--- config.mk ---
export PLATFORM = sky130hd
export DESIGN_NAME = pwrfail_guard
export DESIGN_NICKNAME = d
export VERILOG_FILES = /design/src/rtl/pfg_pkg.sv /design/src/rtl/pfg_sync.sv /design/src/rtl/pfg_bus_sample.sv /design/src/rtl/pfg_wr_guard.sv /design/src/rtl/pfg_out_stage.sv /design/src/rtl/pwrfail_guard.sv
export SDC_FILE = /design/constraint.sdc
export NUM_CORES = 1
export LEC_CHECK = 0
export BUFFER_PORTS_ARGS = -buffer_cell sky130_fd_sc_hd__buf_2
export CAP_MARGIN = 20
export CORE_ASPECT_RATIO = 0.8
export CORE_MARGIN = 5
export CORE_UTILIZATION = 52
export DETAILED_ROUTE_END_ITERATION = 8
export PLACE_DENSITY = 0.89
export SYNTH_ARGS = -nofsm -noshare
export SYNTH_HDL_FRONTEND = slang
export SYNTH_SLANG_ARGS = --single-unit
export TNS_END_PERCENT = 30
--- constraint.sdc ---
create_clock -name clk -period 2.5 [get_ports clk]
set_clock_uncertainty 0.2 [all_clocks]
set_input_delay 0.5 -clock clk [delete_from_list [all_inputs] [get_ports clk]]
set_output_delay 0.5 -clock clk [all_outputs]
set_load 0.005 [all_outputs]
--- src/rtl/pfg_pkg.sv ---
package pfg_pkg;

  typedef struct packed {
    logic ce;
    logic we;
    logic oe;
  } bus_ctl_t;

  function automatic bus_ctl_t decode_ctl(input logic ce_n, input logic we_n,
                                          input logic oe_n);
    bus_ctl_t c;
    c.ce = ~ce_n;
    c.we = ~we_n;
    c.oe = ~oe_n;
    return c;
  endfunction

endpackage

--- src/rtl/pfg_sync.sv ---
module pfg_sync #(
  parameter int STAGES = 2
) (
  input  logic clk,
  input  logic rst_n,
  input  logic d,
  output logic q
);

  logic [STAGES-1:0] sh_q;
  logic [STAGES-1:0] sh_d;

  always_comb begin
    sh_d = {sh_q[STAGES-2:0], d};
  end

  always_ff @(posedge clk or negedge rst_n) begin
    if (!rst_n) begin
      sh_q <= '0;
    end else begin
      sh_q <= sh_d;
    end
  end

  assign q = sh_q[STAGES-1];

endmodule

--- src/rtl/pfg_bus_sample.sv ---
module pfg_bus_sample
  import pfg_pkg::*;
#(
  parameter int ADDR_W = 11,
  parameter int DATA_W = 8
) (
  input  logic              clk,
  input  logic              rst_n,
  input  logic [ADDR_W-1:0] bus_addr,
  input  logic [DATA_W-1:0] bus_wdata,
  input  logic              bus_ce_n,
  input  logic              bus_we_n,
  input  logic              bus_oe_n,
  output bus_ctl_t          ctl,
  output logic              we_prev,
  output logic [ADDR_W-1:0] addr,
  output logic [DATA_W-1:0] wdata
);

  bus_ctl_t          ctl_d;
  logic              we_prev_d;

  always_comb begin
    ctl_d     = decode_ctl(bus_ce_n, bus_we_n, bus_oe_n);
    we_prev_d = ctl.we;
  end

  always_ff @(posedge clk or negedge rst_n) begin
    if (!rst_n) begin
      ctl     <= '0;
      we_prev <= 1'b0;
      addr    <= '0;
      wdata   <= '0;
    end else begin
      ctl     <= ctl_d;
      we_prev <= we_prev_d;
      addr    <= bus_addr;
      wdata   <= bus_wdata;
    end
  end

endmodule

--- src/rtl/pfg_wr_guard.sv ---
module pfg_wr_guard
  import pfg_pkg::*;
(
  input  logic     clk,
  input  logic     rst_n,
  input  bus_ctl_t ctl,
  input  logic     we_prev,
  input  logic     pf_s,
  input  logic     batt_s,
  input  logic     pwr_up,
  output logic     wr_start,
  output logic     wr_ok,
  output logic     flag
);

  logic wr_held;
  logic act_q;
  logic act_d;
  logic flag_d;
  logic load_en;

  always_comb begin
    wr_held  = ctl.ce & ctl.we & ~pf_s;
    wr_start = wr_held & ~we_prev;
    wr_ok    = wr_held & ((wr_start & ~flag) | act_q);
    load_en  = pwr_up & ~pf_s;

    if (!wr_held) begin
      act_d = 1'b0;
    end else if (wr_start && !flag) begin
      act_d = 1'b1;
    end else begin
      act_d = act_q;
    end

    if (load_en) begin
      flag_d = batt_s;
    end else if (wr_start) begin
      flag_d = 1'b0;
    end else begin
      flag_d = flag;
    end
  end

  always_ff @(posedge clk or negedge rst_n) begin
    if (!rst_n) begin
      act_q <= 1'b0;
      flag  <= 1'b0;
    end else begin
      act_q <= act_d;
      flag  <= flag_d;
    end
  end

endmodule

--- src/rtl/pfg_out_stage.sv ---
module pfg_out_stage
  import pfg_pkg::*;
#(
  parameter int ADDR_W = 11,
  parameter int DATA_W = 8
) (
  input  logic              clk,
  input  logic              rst_n,
  input  bus_ctl_t          ctl,
  input  logic [ADDR_W-1:0] addr,
  input  logic [DATA_W-1:0] wdata,
  input  logic              pf_s,
  input  logic              wr_ok,
  output logic [ADDR_W-1:0] mem_addr,
  output logic [DATA_W-1:0] mem_wdata,
  output logic              mem_ce,
  output logic              mem_we,
  output logic              rd_drive_en
);

  logic addr_en;
  logic data_en;
  logic ce_d;
  logic rd_d;

  always_comb begin
    addr_en = ctl.ce & ~pf_s;
    data_en = wr_ok;
    ce_d    = ctl.ce & ~pf_s;
    rd_d    = ctl.ce & ctl.oe & ~ctl.we & ~pf_s;
  end

  always_ff @(posedge clk or negedge rst_n) begin
    if (!rst_n) begin
      mem_ce      <= 1'b0;
      mem_we      <= 1'b0;
      rd_drive_en <= 1'b0;
    end else begin
      mem_ce      <= ce_d;
      mem_we      <= wr_ok;
      rd_drive_en <= rd_d;
    end
  end

  always_ff @(posedge clk or negedge rst_n) begin
    if (!rst_n) begin
      mem_addr <= '0;
    end else if (addr_en) begin
      mem_addr <= addr;
    end
  end

  always_ff @(posedge clk or negedge rst_n) begin
    if (!rst_n) begin
      mem_wdata <= '0;
    end else if (data_en) begin
      mem_wdata <= wdata;
    end
  end

endmodule

--- src/rtl/pwrfail_guard.sv ---
module pwrfail_guard
  import pfg_pkg::*;
#(
  parameter int SYNC_STAGES = 2,
  parameter int ADDR_W      = 11,
  parameter int DATA_W      = 8
) (
  input  logic              clk,
  input  logic              rst_n,
  input  logic              power_fail_in,
  input  logic              pwr_up_stb,
  input  logic              batt_low_in,
  input  logic [ADDR_W-1:0] bus_addr,
  input  logic [DATA_W-1:0] bus_wdata,
  input  logic              bus_ce_n,
  input  logic              bus_we_n,
  input  logic              bus_oe_n,
  output logic [ADDR_W-1:0] mem_addr,
  output logic [DATA_W-1:0] mem_wdata,
  output logic              mem_ce,
  output logic              mem_we,
  output logic              rd_drive_en,
  output logic              batt_bad
);

  logic              pf_s;
  logic              batt_s;
  bus_ctl_t          ctl;
  logic              we_prev;
  logic [ADDR_W-1:0] addr_q;
  logic [DATA_W-1:0] wdata_q;
  logic              wr_start;
  logic              wr_ok;

  pfg_sync #(.STAGES(SYNC_STAGES)) u_pf_sync (
    .clk  (clk),
    .rst_n(rst_n),
    .d    (power_fail_in),
    .q    (pf_s)
  );

  pfg_sync #(.STAGES(SYNC_STAGES)) u_batt_sync (
    .clk  (clk),
    .rst_n(rst_n),
    .d    (batt_low_in),
    .q    (batt_s)
  );

  pfg_bus_sample #(.ADDR_W(ADDR_W), .DATA_W(DATA_W)) u_sample (
    .clk      (clk),
    .rst_n    (rst_n),
    .bus_addr (bus_addr),
    .bus_wdata(bus_wdata),
    .bus_ce_n (bus_ce_n),
    .bus_we_n (bus_we_n),
    .bus_oe_n (bus_oe_n),
    .ctl      (ctl),
    .we_prev  (we_prev),
    .addr     (addr_q),
    .wdata    (wdata_q)
  );

  pfg_wr_guard u_guard (
    .clk     (clk),
    .rst_n   (rst_n),
    .ctl     (ctl),
    .we_prev (we_prev),
    .pf_s    (pf_s),
    .batt_s  (batt_s),
    .pwr_up  (pwr_up_stb),
    .wr_start(wr_start),
    .wr_ok   (wr_ok),
    .flag    (batt_bad)
  );

  pfg_out_stage #(.ADDR_W(ADDR_W), .DATA_W(DATA_W)) u_out (
    .clk        (clk),
    .rst_n      (rst_n),
    .ctl        (ctl),
    .addr       (addr_q),
    .wdata      (wdata_q),
    .pf_s       (pf_s),
    .wr_ok      (wr_ok),
    .mem_addr   (mem_addr),
    .mem_wdata  (mem_wdata),
    .mem_ce     (mem_ce),
    .mem_we     (mem_we),
    .rd_drive_en(rd_drive_en)
  );

endmodule

==> impl_metrics.toml, run 1 <==
[outcome]
outcome = "completed"

[global_routing]
grt_pass1_wl_um = 4464
grt_use_total = 0.1436
grt_pass1_vias = 969
antenna_found_initial = 0
overflow = 0
grt_max_degree = 25

[floorplan]
fp.dieW_um = 72.07
start_util = 0.5311
die_y_um = 59.66
pin_count = 50
dieArea_sq_mm = 0.004299
num_rows = 18
core_sq_mm = 0.003018

[clock_tree]
clkSinkCount = 51
ctsHtreeMaxLevel = 2
cts_setup_buffers = 0
cts_tree = "done"
cts_buffer_depth = 2
post_cts_resized = 0
cts.clk_slew.worst_paths_ns = 0.09
root_buffer = "clkbuf_8"
clock_latency_ns = 0.30
ctsHoldBuffers = 1
cts_made_buffers = 5

[sta]
fin_crit_ns = 1.636
slew_viol_final = 0
post-route-period-util = 0.6542
slew-limit-headroom = 0.7462
rsz0062_at_grt = "false"
finalSetupViolCount = 0
hold_viol = 0
tightest_slew_ns = 0.3789
timing.setup.tns_ns = 0
fmax_mhz = 611.4

[critical_path]
cpMaxStageDelayCell = "dfrtp_1"
crit_type = "flip-flop to flip-flop"
crit_required_ns = 2.48
crit_chain = "nor2b_2, buf_4, mux2_2"
r2r-start = "u_pf_sync.sh_q[1]$_DFF_PN0_"
critPathLaunchType = "flip-flop"
critPathMaxStageDelay_ns = 0.40
arrival_ns = 1.61
cp-end-kind = "flip-flop"
path_max_fanout = 10
reg2reg_slack_ns = 0.86
critPathLaunch = "u_pf_sync.sh_q[1]$_DFF_PN0_"

[synthesis]
ys_seq_area_frac = 0.7963
synth_largest_area_cell = "dfrtp_1"
synth_nets = 112
netlist_instances = 85
avgSynthCellArea_sq_um = 18.86
synthesis.area_sq_mm = 0.001603
yosys_warnings = 0
synthDistinctLibCells = 11
synth_top_cell_area_share = 0.7963
ys_top_cells_by_area = "dfrtp_1, mux2_2, buf_6, inv_1, o211ai_4"
ys_seq_elements = 51

[power]
p_total_uw = 1623
ir_worst_vdd_v = 0.0005656
pwr_density_cell_mw_per_mm2 = 808.4
p_leak_uw = 0.001014

[cells_and_area]
drive_above_1_share = 0.5556
area_growth_pct = 25.29
diodes = 0
multi_input_area_sq_um = 281.5
num-nets-final = 170
register_area_sq_mm = 0.001276
num-fill-cells = 217

[flow_run]
cap_violations = 0

[routing]
via_per_inst = 4.663
drtAntennaViolNets = 0
drt_iter0_drc = 34
vias = 858
wl_per_cell_um = 14.28
drcViolationCount = 0
dr.pass1.iters = 2
routed_wl_um = 2628

[placement]
port_buffers = 49
dpl.hpwl_um = 2046
gp_congestion = 0.7465

[hold_path]
hold_start = "bus_addr[1]"
hold_class = "input port to flip-flop"
-- registers in the layout, summed over array words and instances (netlist names) --
| register | count |
|---|---|
| u_out.mem_addr | 11 |
| u_sample.addr | 11 |
| u_out.mem_wdata | 8 |
| u_sample.wdata | 8 |
| u_batt_sync.sh_q | 2 |
| u_pf_sync.sh_q | 2 |
| u_sample.ctl | 2 |
| u_guard.act_q | 1 |
| u_guard.flag | 1 |
| u_out.mem_ce | 1 |
| u_out.mem_we | 1 |
| u_out.rd_drive_en | 1 |
| u_sample.we_prev | 1 |
| u_sample.we_prev_d | 1 |
-- metal layers --
metal  GRT usage  up-vias  wire [um]
met5           0        -          0
met4     0.06434        0         43
met3     0.05714        6        276
met2      0.2348       39       1295
met1      0.1694      422       1013
li1            -      391          -
-- worst max-delay path, delay by kind of cell, from the launching register on --
kind | cells | cell delay, ns
DFF | 1 | 0.40
muxes | 1 | 0.35
buffers and inverters | 1 | 0.25
and+or+nand+nor | 1 | 0.32
-- power breakdown --
| part | internal, uW | switching (uW) | total [uW] | leakage, uW |
|---|---|---|---|---|
| clock | 252 | 235 | 487 | 0.0000515 |
| combinational | 110 | 77.4 | 187 | 0.000356 |
| sequential | 909 | 39.3 | 949 | 0.000606 |
| total | 1270 | 352 | 1620 | 0.00101 |
-- logic make-up after synthesis --
group,count (synthesis),share of synthesized area
and+or+nand+nor,4,0.01796
muxes,19,0.1335
DFF,51,0.7963
AOI/OAI and AO/OA,3,0.02420
buffers and inverters,8,0.02810
-- Yosys cell counts --
cell type / number
a21boi_0: 1
a32o_1: 1
and3b_1: 1
buf_6: 2
dfrtp_1: 51
inv_1: 6
mux2_2: 19
nand3b_1: 1
nor2_1: 1
nor2b_2: 1
o211ai_4: 1
-- cells in the final DEF (no fill, tap or decap), types with 3 or more instances in the layout --
cell / synthesis / layout
buf_2: 0 / 49
buf_4: 0 / 3
clkbuf_8: 0 / 7
dfrtp_1: 51 / 51
inv_1: 6 / 6
mux2_2: 19 / 19
-- final cells by class --
class                           count  area share
Clock buffer                        8     0.04984
Timing Repair Buffer               53      0.1383
Tap cell                           40     0.02492
Multi-Input combinational cell     26      0.1402
Inverter                            6     0.01121
Sequential cell                    51      0.6355
-- per-stage QoR --
stage                     setup WS [ns]    util  instances  hold WS [ns]  cell area [sq um]
final                            0.8645  0.6654        184        0.1017               2008
after detailed placement         0.8590  0.6289        175        0.1459               1898
after global routing             0.7987  0.6654        184       0.09623               2008
after CTS                        0.8492  0.6654        184       0.09499               2008
after global placement           0.9358  0.6289        175        0.1334               1898
after floorplan                   1.078       -         85      0.004409               1603
-- worst paths after layout --
path,cells past startpoint,end
setup / recovery,3,u_out.mem_addr[6]$_DFFE_PN0P_
hold / removal,1,u_sample.addr[1]$_DFF_PN0_
setup reg to reg,3,u_out.mem_addr[6]$_DFFE_PN0P_
hold reg to reg,0,u_pf_sync.sh_q[1]$_DFF_PN0_
max in group asynchronous,3,u_sample.wdata[3]$_DFF_PN0_
min in group asynchronous,2,u_sample.addr[1]$_DFF_PN0_
Power figures use the tool's default switching activity.
==> run 2: changes to the inputs <==
--- a/config.mk
+++ b/config.mk
@@ -5,13 +5,14 @@
 export SDC_FILE = /design/constraint.sdc
 export NUM_CORES = 1
 export LEC_CHECK = 0
+export ABC_AREA = 1
 export BUFFER_PORTS_ARGS = -buffer_cell sky130_fd_sc_hd__buf_2
 export CAP_MARGIN = 20
 export CORE_ASPECT_RATIO = 0.8
 export CORE_MARGIN = 5
-export CORE_UTILIZATION = 52
+export CORE_UTILIZATION = 44
 export DETAILED_ROUTE_END_ITERATION = 8
-export PLACE_DENSITY = 0.89
+export PLACE_DENSITY = 0.81
 export SYNTH_ARGS = -nofsm -noshare
 export SYNTH_HDL_FRONTEND = slang
 export SYNTH_SLANG_ARGS = --single-unit
==> constraint.sdc (replaced) <==
create_clock -name clk -period 1.36 [get_ports clk]
set_clock_uncertainty 0.2 [all_clocks]
set_input_delay 0.272 -clock clk [delete_from_list [all_inputs] [get_ports clk]]
set_output_delay 0.272 -clock clk [all_outputs]
set_load 0.005 [all_outputs]
==> impl_metrics.toml, run 2 <==
[global_routing]
grt_pass1_vias = 1213
antenna_found_initial = 0
use_met2 = 0.2479
overflow = 0
grt_use_total = 0.1480
grt_max_degree = 52
grt_pass1_wl_um = 5678
grt.busiest_layer = "met2"
use_met1 = 0.1753
use_met3 = 0.05337

[synthesis]
netlist_instances = 131
synth-xor-area-share = 0
yosys.cell_count.top_type = "nand2_1"
synth_largest_area_cell = "dfrtp_1"
synth_compound_area_frac = 0.01463
ys_top_cells_by_area = "dfrtp_1, nand2_1, nand3_1, inv_1, o21ai_4"
synth_ff_type = "dfrtp_1"
synthDistinctLibCells = 12
synth_top_cell_area_share = 0.7852
avgSynthCellArea_sq_um = 12.41
async_flop_share = 1.000
yosys_warnings = 0
ys_seq_area_frac = 0.7852
synth_nets = 158
synth_commonest_cells = "nand2_1, dfrtp_1, nand3_1, inv_1, inv_2"
yosys.area_share.simple = 0.1678
ys_seq_elements = 51
synth_top_family_by_area = "simple AND/OR/NAND/NOR gates"
synthesis.area_sq_mm = 0.001625
synthAdderAreaFrac = 0
synthMuxAreaShare = 0
synth_edf_count = 0

[sta]
slew_viol_final = 0
post-route-period-util = 0.9862
slew-limit-headroom = 0.8266
fin_crit_ns = 1.341
fmax_mhz = 745.6
finalSetupViolCount = 0
rsz0062_at_grt = "true"
tightest_slew_ns = 0.2601
hold_viol = 0
worst_slack_ns = 0.01873

[power]
p_int_uw = 2592
ir_worst_vdd_v = 0.001085
clockPowerShare = 0.362
power_switching_uw = 725.7
p_leak_uw = 0.001258
p_seq_frac = 0.522
pwr_density_cell_mw_per_mm2 = 1420
p_sw_frac = 0.2188
comb_power_share = 0.116

[floorplan]
core_sq_mm = 0.003495
start_util = 0.4651
fp.dieW_um = 77.95
pin_count = 50
num_rows = 19
die_y_um = 64.36
dieArea_sq_mm = 0.005017

[clock_tree]
clock_latency_ns = 0.30
cts_buffer_depth = 2
ctsHtreeMaxLevel = 2
clkSinkCount = 51
cts_tree = "done"
cts.clk_slew.worst_paths_ns = 0.08
root_buffer = "clkbuf_8"
cts_made_buffers = 5

[cells_and_area]
diodes = 0
final_area_sq_mm = 0.002336
drive_above_1_share = 0.3070
layout_common_cells = "nand2_1, dfrtp_1, buf_2"
reg_top3 = "u_out.mem_addr (11), u_sample.addr (11)"
final_common_cell = "nand2_1"
stdcell_count = 257
area_growth_pct = 43.73
num-nets-final = 241

[critical_path]
path_max_fanout = 3
crit_required_ns = 0.89
crit_chain = "buf_2"
arrival_ns = 0.87
reg2reg_slack_ns = 0.10
worst_r2r_endpoint = "u_out.mem_addr[0]$_DFFE_PN0P_"
cpMaxStageDelayCell = "dfrtp_1"
crit_type = "flip-flop to output port"
r2r-start = "u_pf_sync.sh_q[1]$_DFF_PN0_"
worst-path-buf-inv = 1
r2r_cells = 5
critPathLaunchType = "flip-flop"
critPathMaxStageDelay_ns = 0.42
cp-end-kind = "output port"
path_delay_family = "flip-flops"
critPathLaunch = "u_guard.flag$_DFFE_PN0P_"

[routing]
dr.pass1.iters = 4
wl_per_cell_um = 12.92
routed_wl_um = 3320
drtAntennaViolNets = 0
drcViolationCount = 0
vias = 1135
drt_iter0_drc = 29
via_per_inst = 4.416

[outcome]
outcome = "completed"

[hold_path]
hold_class = "input port to flip-flop"
min_to = "u_guard.flag$_DFFE_PN0P_"
whs_path_depth = 3
hold_start = "pwr_up_stb"

[placement]
gp_congestion = 0.7266
place_area_sq_mm = 0.001947
place_ws_ns = 0.1122
dpl.hpwl_um = 2099
dp.cells = 224
port_buffers = 49

[flow_run]
cap_violations = 0
run 2: cell count changes in the layout (fill, tap and decap cells not counted), moves of 2 or more:
cell	previous run	this run
nand3_1	0	9
bufinv_16	0	2
clkbuf_8	7	5
nand2_1	0	55
mux2_2	19	0
dlygate4sd3_1	1	25
run 2: cell type report:
type                            count  area (sq um)
Sequential cell                    51          1276
Fill cell                         259          1159
Timing Repair Buffer               78         538.0
Multi-Input combinational cell     69         296.5
Clock buffer                        5         68.82
Clock inverter                      3         67.56
Tap cell                           42         52.55
Inverter                            9         36.28
run 2: how the worst max path moves through the flow:
| stage | slack, ns | cells after the start | endpoint |
|---|---|---|---|
| 2_1_floorplan | 0.14 | 4 | u_out.mem_wdata[0]$_DFFE_PN0P_ |
| 3_3_place_gp | 0.18 | 5 | u_out.mem_addr[10]$_DFFE_PN0P_ |
| 3_5_place_dp | 0.11 | 5 | u_out.rd_drive_en$_DFF_PN0_ |
| 4_1_cts | 0.00007 | 1 | batt_bad |
| 5_1_grt | -0.03 | 1 | batt_bad |
| 6_report | 0.02 | 1 | batt_bad |
run 2: layer usage:
metal	wire (um)	vias to the layer above	share of wire
li1	-	560	-
met1	1376	523	0.41
met2	1605	46	0.48
met3	282	6	0.085
met4	55	0	0.017
met5	0	-	0
run 2: metrics by stage:
step / total power [uW] / utilization / TNS, ns / hold WS, ns
6_report: 3317 / 0.6685 / 0 / 0.01665
3_5_place_dp: 2095 / 0.5571 / 0 / 0.07742
4_1_cts: 3341 / 0.6677 / 0 / 0.02059
2_1_floorplan: 1876 / - / 0 / -0.2236
5_1_grt: 3473 / 0.6685 / -0.03212 / 0.05105
3_3_place_gp: 2082 / 0.5571 / 0 / 0.07537
run 2: power by group through the flow:
stage	Combinational [uW]	Clock, uW	Sequential (uW)
floorplan	115	0	1760
global placement	323	0	1760
detailed placement	335	0	1760
CTS	388	1220	1730
global route	443	1280	1750
finish	385	1200	1730
run 2: cells by family after synthesis:
logic type | after synthesis
AND/OR/NAND/NOR | 67
buffers and inverters | 11
AO/OA/AOI/OAI | 2
flip-flops | 51
run 2: timing repair:
item | CTS | global route
setup endpoints to repair | 0 | 2
hold buffers | 25 | 0
gates resized for setup | 0 | 1
hold endpoints to repair | 75 | 0
setup buffers | 0 | 0
==> run 3: changes to the inputs <==
--- a/config.mk
+++ b/config.mk
@@ -8,11 +8,13 @@
 export ABC_AREA = 1
 export BUFFER_PORTS_ARGS = -buffer_cell sky130_fd_sc_hd__buf_2
 export CAP_MARGIN = 20
+export CELL_PAD_IN_SITES_DETAIL_PLACEMENT = 0
+export CELL_PAD_IN_SITES_GLOBAL_PLACEMENT = 1
 export CORE_ASPECT_RATIO = 0.8
 export CORE_MARGIN = 5
-export CORE_UTILIZATION = 44
+export CORE_UTILIZATION = 30
 export DETAILED_ROUTE_END_ITERATION = 8
-export PLACE_DENSITY = 0.81
+export PLACE_DENSITY = 0.73
 export SYNTH_ARGS = -nofsm -noshare
 export SYNTH_HDL_FRONTEND = slang
 export SYNTH_SLANG_ARGS = --single-unit
==> impl_metrics.toml, run 3 (synthesized netlist as in run 2, its figures left out) <==
[sta]
post-route-period-util = 0.9558
fin_crit_ns = 1.300
hold_viol = 0
fmax_mhz = 769.3
finalSetupViolCount = 0
slew-limit-headroom = 0.7819
slew_viol_final = 0
rsz0062_at_grt = "false"
worst_slack_ns = 0.06009
timing.setup.tns_ns = 0
tightest_slew_ns = 0.3271

[critical_path]
r2r-start = "u_guard.flag$_DFFE_PN0P_"
arrival_ns = 0.83
worst-path-buf-inv = 1
path_max_fanout = 2
crit_type = "flip-flop to output port"
cpMaxStageDelayCell = "dfrtp_1"
cp-end-kind = "output port"
path_delay_family = "flip-flops"
reg2reg_slack_ns = 0.11
crit_chain = "buf_2"
worst_r2r_endpoint = "u_out.mem_wdata[1]$_DFFE_PN0P_"
critPathLaunchType = "flip-flop"
crit_required_ns = 0.89
r2r_cells = 5
critPathMaxStageDelay_ns = 0.40

[floorplan]
num_rows = 24
die_y_um = 75.84
core_sq_mm = 0.005345
fp.dieW_um = 92.29
pin_count = 50
start_util = 0.3041
dieArea_sq_mm = 0.006999

[global_routing]
use_met1 = 0.1275
grt_pass1_vias = 1252
overflow = 0
use_met3 = 0.03653
grt.busiest_layer = "met2"
use_met2 = 0.1731
grt_max_degree = 31
grt_pass1_wl_um = 5499
grt_use_total = 0.1034
antenna_found_initial = 0

[clock_tree]
cts_tree = "done"
cts_made_buffers = 5
cts.clk_slew.worst_paths_ns = 0.09
clkSinkCount = 51
ctsHtreeMaxLevel = 2
root_buffer = "clkbuf_8"
cts_buffer_depth = 2
clock_latency_ns = 0.29

[cells_and_area]
reg_top3 = "u_out.mem_addr (11), u_sample.addr (11)"
diodes = 0
final_common_cell = "nand2_1"
num-fill-cells = 522
stdcell_count = 282
layout_common_cells = "nand2_1, dfrtp_1, buf_2"
drive_above_1_share = 0.3134
area_growth_pct = 43.57
num-nets-final = 243

[power]
p_leak_uw = 0.001262
pwr_density_cell_mw_per_mm2 = 1253
ir_worst_vdd_v = 0.0005998

[outcome]
outcome = "completed"

[flow_run]
cap_violations = 0

[hold_path]
whs_path_depth = 3
hold_class = "input port to flip-flop"
min_to = "u_guard.flag$_DFFE_PN0P_"
hold_start = "pwr_up_stb"

[routing]
via_per_inst = 3.929
drt_iter0_drc = 25
vias = 1108
drtAntennaViolNets = 0
drcViolationCount = 0
routed_wl_um = 3176
dr.pass1.iters = 4
wl_per_cell_um = 11.26

[placement]
dpl.hpwl_um = 2213
port_buffers = 49
gp_congestion = 0.6978
dp.cells = 248
place_ws_ns = 0.1306
run 3: cell types whose count changed in the layout (fill, tap and decap cells not counted), sizes merged:
cell / change
buf: +2
bufinv: -2
clkinv: +3
clkinvlp: -1
run 3: layer usage:
layer  vias to the layer above  wire length (um)  part of all wire
li1                        562                 -                 -
met3                         3               229             0.072
met5                         -                 0                 0
met4                         0                22            0.0069
met2                        42              1377              0.43
met1                       501              1546              0.49
run 3: final cells by class:
type                    instances  area, sq um  area share
flip-flops and latches         51         1276      0.5469
repair buffers                 80        556.8      0.2386
multi-input cells              69        301.5      0.1292
well taps                      65        81.33     0.03485
clock buffers                   5        68.82     0.02949
inverters                       9        33.78     0.01448
clock inverters                 3        15.01    0.006434
run 3: how the worst max path moves through the flow:
stage | start | end | slack, ns | cells after the start
2_1_floorplan | u_guard.flag$_DFFE_PN0P_ | u_out.mem_wdata[0]$_DFFE_PN0P_ | 0.14 | 4
3_3_place_gp | u_pf_sync.sh_q[1]$_DFF_PN0_ | u_out.rd_drive_en$_DFF_PN0_ | 0.13 | 5
3_5_place_dp | u_pf_sync.sh_q[1]$_DFF_PN0_ | u_out.rd_drive_en$_DFF_PN0_ | 0.13 | 5
4_1_cts | u_out.mem_wdata[4]$_DFFE_PN0P_ | mem_wdata[4] | 0.04 | 1
5_1_grt | u_out.mem_addr[1]$_DFFE_PN0P_ | mem_addr[1] | 0.01 | 1
6_report | u_out.mem_wdata[4]$_DFFE_PN0P_ | mem_wdata[4] | 0.06 | 1
run 3: timing repair:
action / in CTS / in global routing
buffers inserted: 1 / 0
cloned: 0 / 0
gates resized for setup: 0 / 2
endpoints found under the setup margin: 1 / 3
hold buffers: 25 / 0
hold endpoints to repair: 75 / 0
run 3: stage by stage:
| step | instance area, sq um | util | total power [uW] | hold slack [ns] |
|---|---|---|---|---|
| after floorplan | 1625 | - | 1876 | -0.2236 |
| after global placement | 1983 | 0.3710 | 2090 | -0.01327 |
| after CTS | 2325 | 0.4349 | 2971 | 0.01710 |
| after global routing | 2333 | 0.4366 | 3097 | 0.03977 |
| final | 2333 | 0.4366 | 2924 | 0.02462 |
| after detailed placement | 1983 | 0.3710 | 2096 | -0.01439 |
run 3: power breakdown:
group / internal, uW / switching, uW
logic: 210 / 184
clock network: 352 / 452
registers: 1660 / 68.7
total: 2220 / 704
